**config.mk**
```make
export PLATFORM = sky130hd
export DESIGN_NAME = zebra_overlay
export DESIGN_NICKNAME = d
export VERILOG_FILES = /design/src/rtl/zebra_pkg.sv /design/src/rtl/zebra_classify.sv /design/src/rtl/zebra_pattern.sv /design/src/rtl/zebra_blend.sv /design/src/rtl/zebra_overlay.sv
export SDC_FILE = /design/constraint.sdc
export NUM_CORES = 1
export LEC_CHECK = 0
export ABC_AREA = 1
export BUFFER_PORTS_ARGS = -buffer_cell sky130_fd_sc_hd__buf_2
export CORE_MARGIN = 5
export CORE_UTILIZATION = 50
export CTS_BUF_LIST = sky130_fd_sc_hd__clkbuf_8
export CTS_CLUSTER_SIZE = 28
export DETAILED_ROUTE_END_ITERATION = 12
export GPL_TIMING_DRIVEN = 0
export PLACE_DENSITY = 0.79
export SYNTH_ARGS = -nofsm -noshare
export SYNTH_HDL_FRONTEND = slang
export SYNTH_SLANG_ARGS = --single-unit
```
**constraint.sdc**
```tcl
create_clock -name clk -period 3.03 [get_ports clk]
set_clock_uncertainty 0.2 [all_clocks]
set_input_delay 0.303 -clock clk [delete_from_list [all_inputs] [get_ports clk]]
set_output_delay 0.303 -clock clk [all_outputs]
set_load 0.005 [all_outputs]
```
**src/rtl/zebra_pkg.sv**
```systemverilog
package zebra_pkg;

  typedef enum logic [1:0] {
    STY_DOTS     = 2'd0,
    STY_THIN     = 2'd1,
    STY_THICK    = 2'd2,
    STY_DOTS_ALT = 2'd3
  } zstyle_e;

  // Setting word, bit 0 at the bottom
  typedef struct packed {
    logic [7:0] over_th;   // [23:16]
    logic [7:0] under_th;  // [15:8]
    logic [3:0] opacity;   // [7:4]
    zstyle_e    style;     // [3:2]
    logic       fast;      // [1]
    logic       enable;    // [0]
  } zcfg_t;

  localparam int unsigned PHASE_BITS = 3;
  localparam int unsigned OPA_BITS   = 4;

endpackage

```
**src/rtl/zebra_classify.sv**
```systemverilog
module zebra_classify
  import zebra_pkg::*;
#(
  parameter int unsigned DW = 8
) (
  input  logic [DW-1:0] luma,
  input  logic          layer_en,
  input  zcfg_t         over_c,
  input  zcfg_t         under_c,
  output logic          match,
  output zcfg_t         win_c
);
  logic over_m;
  logic under_m;

  always_comb begin
    over_m  = over_c.enable  && (luma >= over_c.over_th);
    under_m = under_c.enable && (luma <= under_c.under_th);
    match   = layer_en && (over_m || under_m);
    win_c   = over_m ? over_c : under_c;
  end
endmodule

```
**src/rtl/zebra_pattern.sv**
```systemverilog
module zebra_pattern
  import zebra_pkg::*;
#(
  parameter int unsigned PW = 12,
  parameter int unsigned FW = 8
) (
  input  logic [PW-1:0] pos_x,
  input  logic [PW-1:0] pos_y,
  input  logic [FW-1:0] frame,
  input  zstyle_e       style,
  input  logic          fast,
  output logic          lit
);
  logic [PHASE_BITS-1:0] step_off;
  logic [PHASE_BITS-1:0] phase;

  always_comb begin
    step_off = fast ? {frame[0], 2'b00} : frame[PHASE_BITS-1:0];
    phase    = pos_x[PHASE_BITS-1:0] + pos_y[PHASE_BITS-1:0] + step_off;
    unique case (style)
      STY_THIN:  lit = (phase < 3'd2);
      STY_THICK: lit = (phase < 3'd4);
      default:   lit = (phase == 3'd0) && !pos_y[0];
    endcase
  end
endmodule

```
**src/rtl/zebra_blend.sv**
```systemverilog
module zebra_blend
  import zebra_pkg::*;
#(
  parameter int unsigned DW = 8
) (
  input  logic [DW-1:0]       pix,
  input  logic [DW-1:0]       col,
  input  logic [OPA_BITS-1:0] opa,
  output logic [DW-1:0]       res
);
  localparam int unsigned PRW = DW + OPA_BITS + 1;

  logic signed [DW:0]    diff;
  logic signed [PRW-1:0] prod;
  logic signed [PRW-1:0] scaled;
  logic signed [PRW-1:0] sum;

  always_comb begin
    diff   = $signed({1'b0, col}) - $signed({1'b0, pix});
    prod   = diff * $signed({1'b0, opa});
    scaled = prod >>> OPA_BITS;
    sum    = $signed({{(PRW-DW){1'b0}}, pix}) + scaled;
    res    = sum[DW-1:0];
  end

  always_comb begin
    AST_BLEND_BOUNDED: assert ((res >= ((pix < col) ? pix : col)) &&
                               (res <= ((pix < col) ? col : pix)));
  end
endmodule

```
**src/rtl/zebra_overlay.sv**
```systemverilog
module zebra_overlay
  import zebra_pkg::*;
#(
  parameter int unsigned DW = 8,
  parameter int unsigned PW = 12,
  parameter int unsigned FW = 8
) (
  input  logic            clk,
  input  logic            rst_n,
  input  logic            in_valid,
  input  logic [DW-1:0]   in_y,
  input  logic [DW-1:0]   in_cb,
  input  logic [DW-1:0]   in_cr,
  input  logic [PW-1:0]   in_x,
  input  logic [PW-1:0]   in_row,
  input  logic [FW-1:0]   in_frame,
  input  logic            in_layer_zebra,
  input  logic [23:0]     over_cfg,
  input  logic [23:0]     under_cfg,
  input  logic [3*DW-1:0] hl_color,
  output logic            out_valid,
  output logic [DW-1:0]   out_y,
  output logic [DW-1:0]   out_cb,
  output logic [DW-1:0]   out_cr
);
  localparam int unsigned NCH = 3;

  // reset: asynchronous assert, synchronous release
  logic [1:0] rst_sync_q;
  logic       rst_sync_n;

  always_ff @(posedge clk or negedge rst_n) begin
    if (!rst_n) rst_sync_q <= '0;
    else        rst_sync_q <= {rst_sync_q[0], 1'b1};
  end
  assign rst_sync_n = rst_sync_q[1];

  // detection and pattern
  zcfg_t over_c, under_c, win_c;
  logic  det_match, pat_lit;

  assign over_c  = zcfg_t'(over_cfg);
  assign under_c = zcfg_t'(under_cfg);

  zebra_classify #(.DW(DW)) u_classify (
    .luma     (in_y),
    .layer_en (in_layer_zebra),
    .over_c   (over_c),
    .under_c  (under_c),
    .match    (det_match),
    .win_c    (win_c)
  );

  zebra_pattern #(.PW(PW), .FW(FW)) u_pattern (
    .pos_x (in_x),
    .pos_y (in_row),
    .frame (in_frame),
    .style (win_c.style),
    .fast  (win_c.fast),
    .lit   (pat_lit)
  );

  // stage 1
  logic                s1_valid_q, s1_valid_d;
  logic [NCH*DW-1:0]   s1_pix_q,   s1_pix_d;
  logic                s1_hit_q,   s1_hit_d;
  logic [OPA_BITS-1:0] s1_opa_q,   s1_opa_d;
  logic                s1_en;

  always_comb begin
    s1_en      = in_valid;
    s1_valid_d = in_valid;
    s1_pix_d   = {in_y, in_cb, in_cr};
    s1_hit_d   = det_match && pat_lit;
    s1_opa_d   = win_c.opacity;
  end

  always_ff @(posedge clk or negedge rst_sync_n) begin
    if (!rst_sync_n) begin
      s1_valid_q <= 1'b0;
      s1_pix_q   <= '0;
      s1_hit_q   <= 1'b0;
      s1_opa_q   <= '0;
    end else begin
      s1_valid_q <= s1_valid_d;
      if (s1_en) begin
        s1_pix_q <= s1_pix_d;
        s1_hit_q <= s1_hit_d;
        s1_opa_q <= s1_opa_d;
      end
    end
  end

  // stage 2: blend per channel
  logic [NCH*DW-1:0] mix;
  logic [NCH*DW-1:0] s2_pix_q, s2_pix_d;
  logic              s2_valid_q;
  logic              s2_en;

  for (genvar ch = 0; ch < NCH; ch++) begin : g_ch
    zebra_blend #(.DW(DW)) u_blend (
      .pix (s1_pix_q[ch*DW +: DW]),
      .col (hl_color[ch*DW +: DW]),
      .opa (s1_opa_q),
      .res (mix[ch*DW +: DW])
    );
  end

  always_comb begin
    s2_en    = s1_valid_q;
    s2_pix_d = s1_hit_q ? mix : s1_pix_q;
  end

  always_ff @(posedge clk or negedge rst_sync_n) begin
    if (!rst_sync_n) begin
      s2_valid_q <= 1'b0;
      s2_pix_q   <= '0;
    end else begin
      s2_valid_q <= s1_valid_q;
      if (s2_en) s2_pix_q <= s2_pix_d;
    end
  end

  assign out_valid = s2_valid_q;
  assign out_y     = s2_pix_q[2*DW +: DW];
  assign out_cb    = s2_pix_q[DW +: DW];
  assign out_cr    = s2_pix_q[0 +: DW];

  AST_TWO_CYCLE_LATENCY: assert property (@(posedge clk) disable iff (!rst_sync_n)
    in_valid |-> ##2 out_valid);

  AST_LAYER_GATE: assert property (@(posedge clk) disable iff (!rst_sync_n)
    (in_valid && !in_layer_zebra) |-> ##2
      ({out_y, out_cb, out_cr} == $past({in_y, in_cb, in_cr}, 2)));

  AST_DISABLED_PASS: assert property (@(posedge clk) disable iff (!rst_sync_n)
    (in_valid && !over_cfg[0] && !under_cfg[0]) |-> ##2
      ({out_y, out_cb, out_cr} == $past({in_y, in_cb, in_cr}, 2)));

  AST_ZERO_OPACITY: assert property (@(posedge clk) disable iff (!rst_sync_n)
    (s1_valid_q && s1_opa_q == '0) |=>
      ({out_y, out_cb, out_cr} == $past(s1_pix_q)));
endmodule

```
==> results.json <==
{
  "status": "finished, violations left",
  "violations": "negative setup slack",
  "place.gp.congestion": 0.866,
  "fmax_ghz": 0.162,
  "yosysSeqAreaShare_pct": 17.6,
  "wl_per_cell_um": 16.4,
  "synth_area_per_cell_um2": 7.18,
  "grt_usage_pct": 26.0,
  "antenna_found_initial": 0,
  "dp_hpwl_mm": 18.6,
  "async_reset_ff_share_pct": 100,
  "fill_cells": 1190,
  "clock_latency_ns": 0.36,
  "numPortBuffers": 117,
  "post-route-drc-count": 0,
  "synthToLayoutAreaGrowth_pct": 37.0,
  "nNetsFinal": 1641,
  "critPathSlowestCell": "fa_1",
  "grt_pass1_vias": 8321,
  "num_rows": 46,
  "switching_share_pct": 51.4,
  "critPathMaxFanout": 3,
  "setup_viol": 24,
  "crit_top_cell": "nand2_2",
  "die-width_um": 137,
  "core-area_mm2": 0.0159,
  "layout-drive-gt1-share_pct": 31.0,
  "yosysMostFrequentCell": "inv_1",
  "io_pins": 157,
  "rsz0062_at_grt": "yes",
  "synth_top_area_share_pct": 18.9,
  "via_per_inst": 5.36,
  "instances_no_fill": 1555,
  "ant_nets": 0,
  "hold_slack_ns": 0.00122,
  "vdd_drop_max_v": 0.000796,
  "hold_viol_final": 0,
  "placed_cells": 1460,
  "yosys.area.top_type": "ha_1",
  "synth_enable_flop_cells": 0,
  "grt_pass1_wl_mm": 38.9,
  "fin_crit_ns": 6.17,
  "dp_slack_ns": -3.37,
  "ys_warn_count": 0,
  "power_leakage_nw": 5.69,
  "comb_power_share_pct": 85.8,
  "fp.dieH_um": 137,
  "pwr-share-clk_pct": 6.1,
  "cts_tree": "done",
  "critPathLaunchType": "flop",
  "cts_sinks": 57,
  "overflow": 0,
  "synth_cell_type_count": 42,
  "worstMarginPinSlew_ns": 0.908,
  "worstPathArrival_ns": 6.26,
  "clockRootBuffer": "clkbuf_8",
  "min_period_over_period_pct": 204,
  "synth_area_mm2": 0.00808,
  "p_switching_mw": 6.14,
  "h-tree-depth": 3,
  "cts_buffers": 9,
  "path_clk_slew_ns": 0.07,
  "slew_viol_final": 0,
  "synth.area.top_cells": "ha_1, dfrtp_1, fa_1",
  "end_kind": "flop",
  "grt_max_degree": 39,
  "r2r_cells": 36,
  "setup_tns_ns": -51.14,
  "max_stage_delay_ns": 0.53,
  "seqPwrFrac_pct": 8.1,
  "worstSetupPathType": "flop to flop",
  "synthesis.nets": 1433,
  "clk_path_buf_depth": 2,
  "worstPathRequired_ns": 3.12,
  "drtPass1Iterations": 6,
  "ys_top_cells_by_count": "inv_1, nand2_1, ha_1",
  "drt_wl_total_mm": 25.5,
  "synthCells": 1126,
  "worst_slack_ns": -3.14,
  "ys_ff_latch": 57,
  "power_density_mw_per_mm2": 1080,
  "max_cap_violations": 0,
  "start_util_pct": 50.9,
  "p_int_mw": 5.81,
  "synthFlopType": "dfrtp_1",
  "max_slew_margin_pct": 39.0,
  "routed-via-count": 8333,
  "dr.first_iter.drc_count": 656,
  "hold_path.class": "flop to async pin",
  "die-area_mm2": 0.0188,
  "insertedDiodeCount": 0
}
## power groups by stage
stage               Sequential [mW]  Combinational (mW)  Clock [mW]
CTS                           0.969                8.87       0.722
detailed placement            0.980                7.62           0
floorplan                     0.971                6.07           0
finish                        0.967                10.3       0.726
global route                  0.980                11.3       0.765
global placement              0.987                7.38           0
## final timing paths
path,end,slack [ns],from
max,s2_pix_q[7],-3.14,s1_pix_q[0]
max in group asynchronous,s1_pix_q[1],2.05,rst_sync_q[1]
min,s2_pix_q[18],0.001,rst_sync_q[1]
max reg2reg,s2_pix_q[7],-3.14,s1_pix_q[0]
min in group clk,s1_pix_q[23],0.02,in_y[7]
min reg2reg,s2_pix_q[18],0.001,rst_sync_q[1]
## sequential cells by signal (all words and copies together) (netlist names)
name,count
rst_sync_q,2
s1_opa_q,4
out_valid,1
s1_hit_q,1
s1_valid_q,1
s2_pix_q,24
s1_pix_q,24
## cells by family (layout without fill, tap and decap cells)
| group | count (synthesis) | count (layout) | synth area share [%] |
|---|---|---|---|
| xor gates and xnor gates | 48 | 48 | 5.20 |
| buffers and inverters | 279 | 492 | 13.0 |
| DFF | 57 | 57 | 17.6 |
| adders and majority gates | 175 | 175 | 32.0 |
| other | 1 | 1 | 0.0464 |
| and+or+nand+nor | 394 | 394 | 20.5 |
| AOI/OAI and AO/OA | 172 | 172 | 11.6 |
## what timing repair did
item,in CTS,in global routing
gates resized for setup,81,82
setup buffers,42,23
hold buffers,18,0
endpoints found under the setup margin,24,25
pin swaps,71,93
endpoints found under the hold margin,19,0
## area by class of cell
type | count | area (um2) | area share [%]
Sequential cell | 57 | 1440 | 13.0
Buffer | 24 | 97.6 | 0.882
Inverter | 255 | 970 | 8.76
Clock buffer | 10 | 138 | 1.24
Tap cell | 216 | 270 | 2.44
Multi-Input combinational cell | 790 | 6830 | 61.7
Clock inverter | 6 | 57.6 | 0.520
Timing Repair Buffer | 197 | 1270 | 11.5
## cell usage in the layout, fill, tap and decap left out, types with 4 or more instances in the layout
cell type and instances:
nand3_1 39, fa_1 47, o21ai_0 43, o21bai_1 4
dfrtp_2 7, a21oi_1 40, clkbuf_1 20, nand4_1 8
xor2_4 8, xor2_1 19, nand2_4 6, xnor2_1 10
nor2_2 8, nor2_1 109, inv_2 34, buf_2 117
clkbuf_8 10, o22ai_1 5, buf_6 8, clkinv_2 4
ha_4 38, dlygate4sd3_1 18, fa_2 6, a21oi_2 18
buf_4 55, inv_1 215, a21oi_4 6, nand2_2 25
nor3_1 5, o21ai_2 5, nand3b_1 8, o21a_1 5
nand3_2 7, ha_1 83, o21ai_1 28, or2_2 10
nand2_1 156, xor2_2 9, dfrtp_1 50
## critical path, delay by kind of cell, from the launching register on
family                     cells  cell delay (ns)
DFF                            1             0.45
AOI/OAI and AO/OA              4             0.48
and+or+nand+nor               20             2.06
buffers and inverters          3             0.19
adders and majority gates      7             2.30
xor gates and xnor gates       2             0.42
## through the flow
stage / total power [mW] / instance area [um2] / util, %
after detailed placement: 8.60 / 9440 / 59.4
after global routing: 13.0 / 11100 / 69.7
after CTS: 10.6 / 10500 / 66.2
final: 12.0 / 11100 / 69.7
after global placement: 8.37 / 9420 / 59.3
after floorplan: 7.04 / 8560 / -
## per-layer routing
metal	track usage [%]	vias to the layer above	part of all wire, %
li1	-	3929	-
met1	33.0	4007	40
met2	44.6	321	50
met3	3.90	76	5.9
met4	10.1	0	4.3
met5	0	-	0
(Power assumes the default switching activity.)
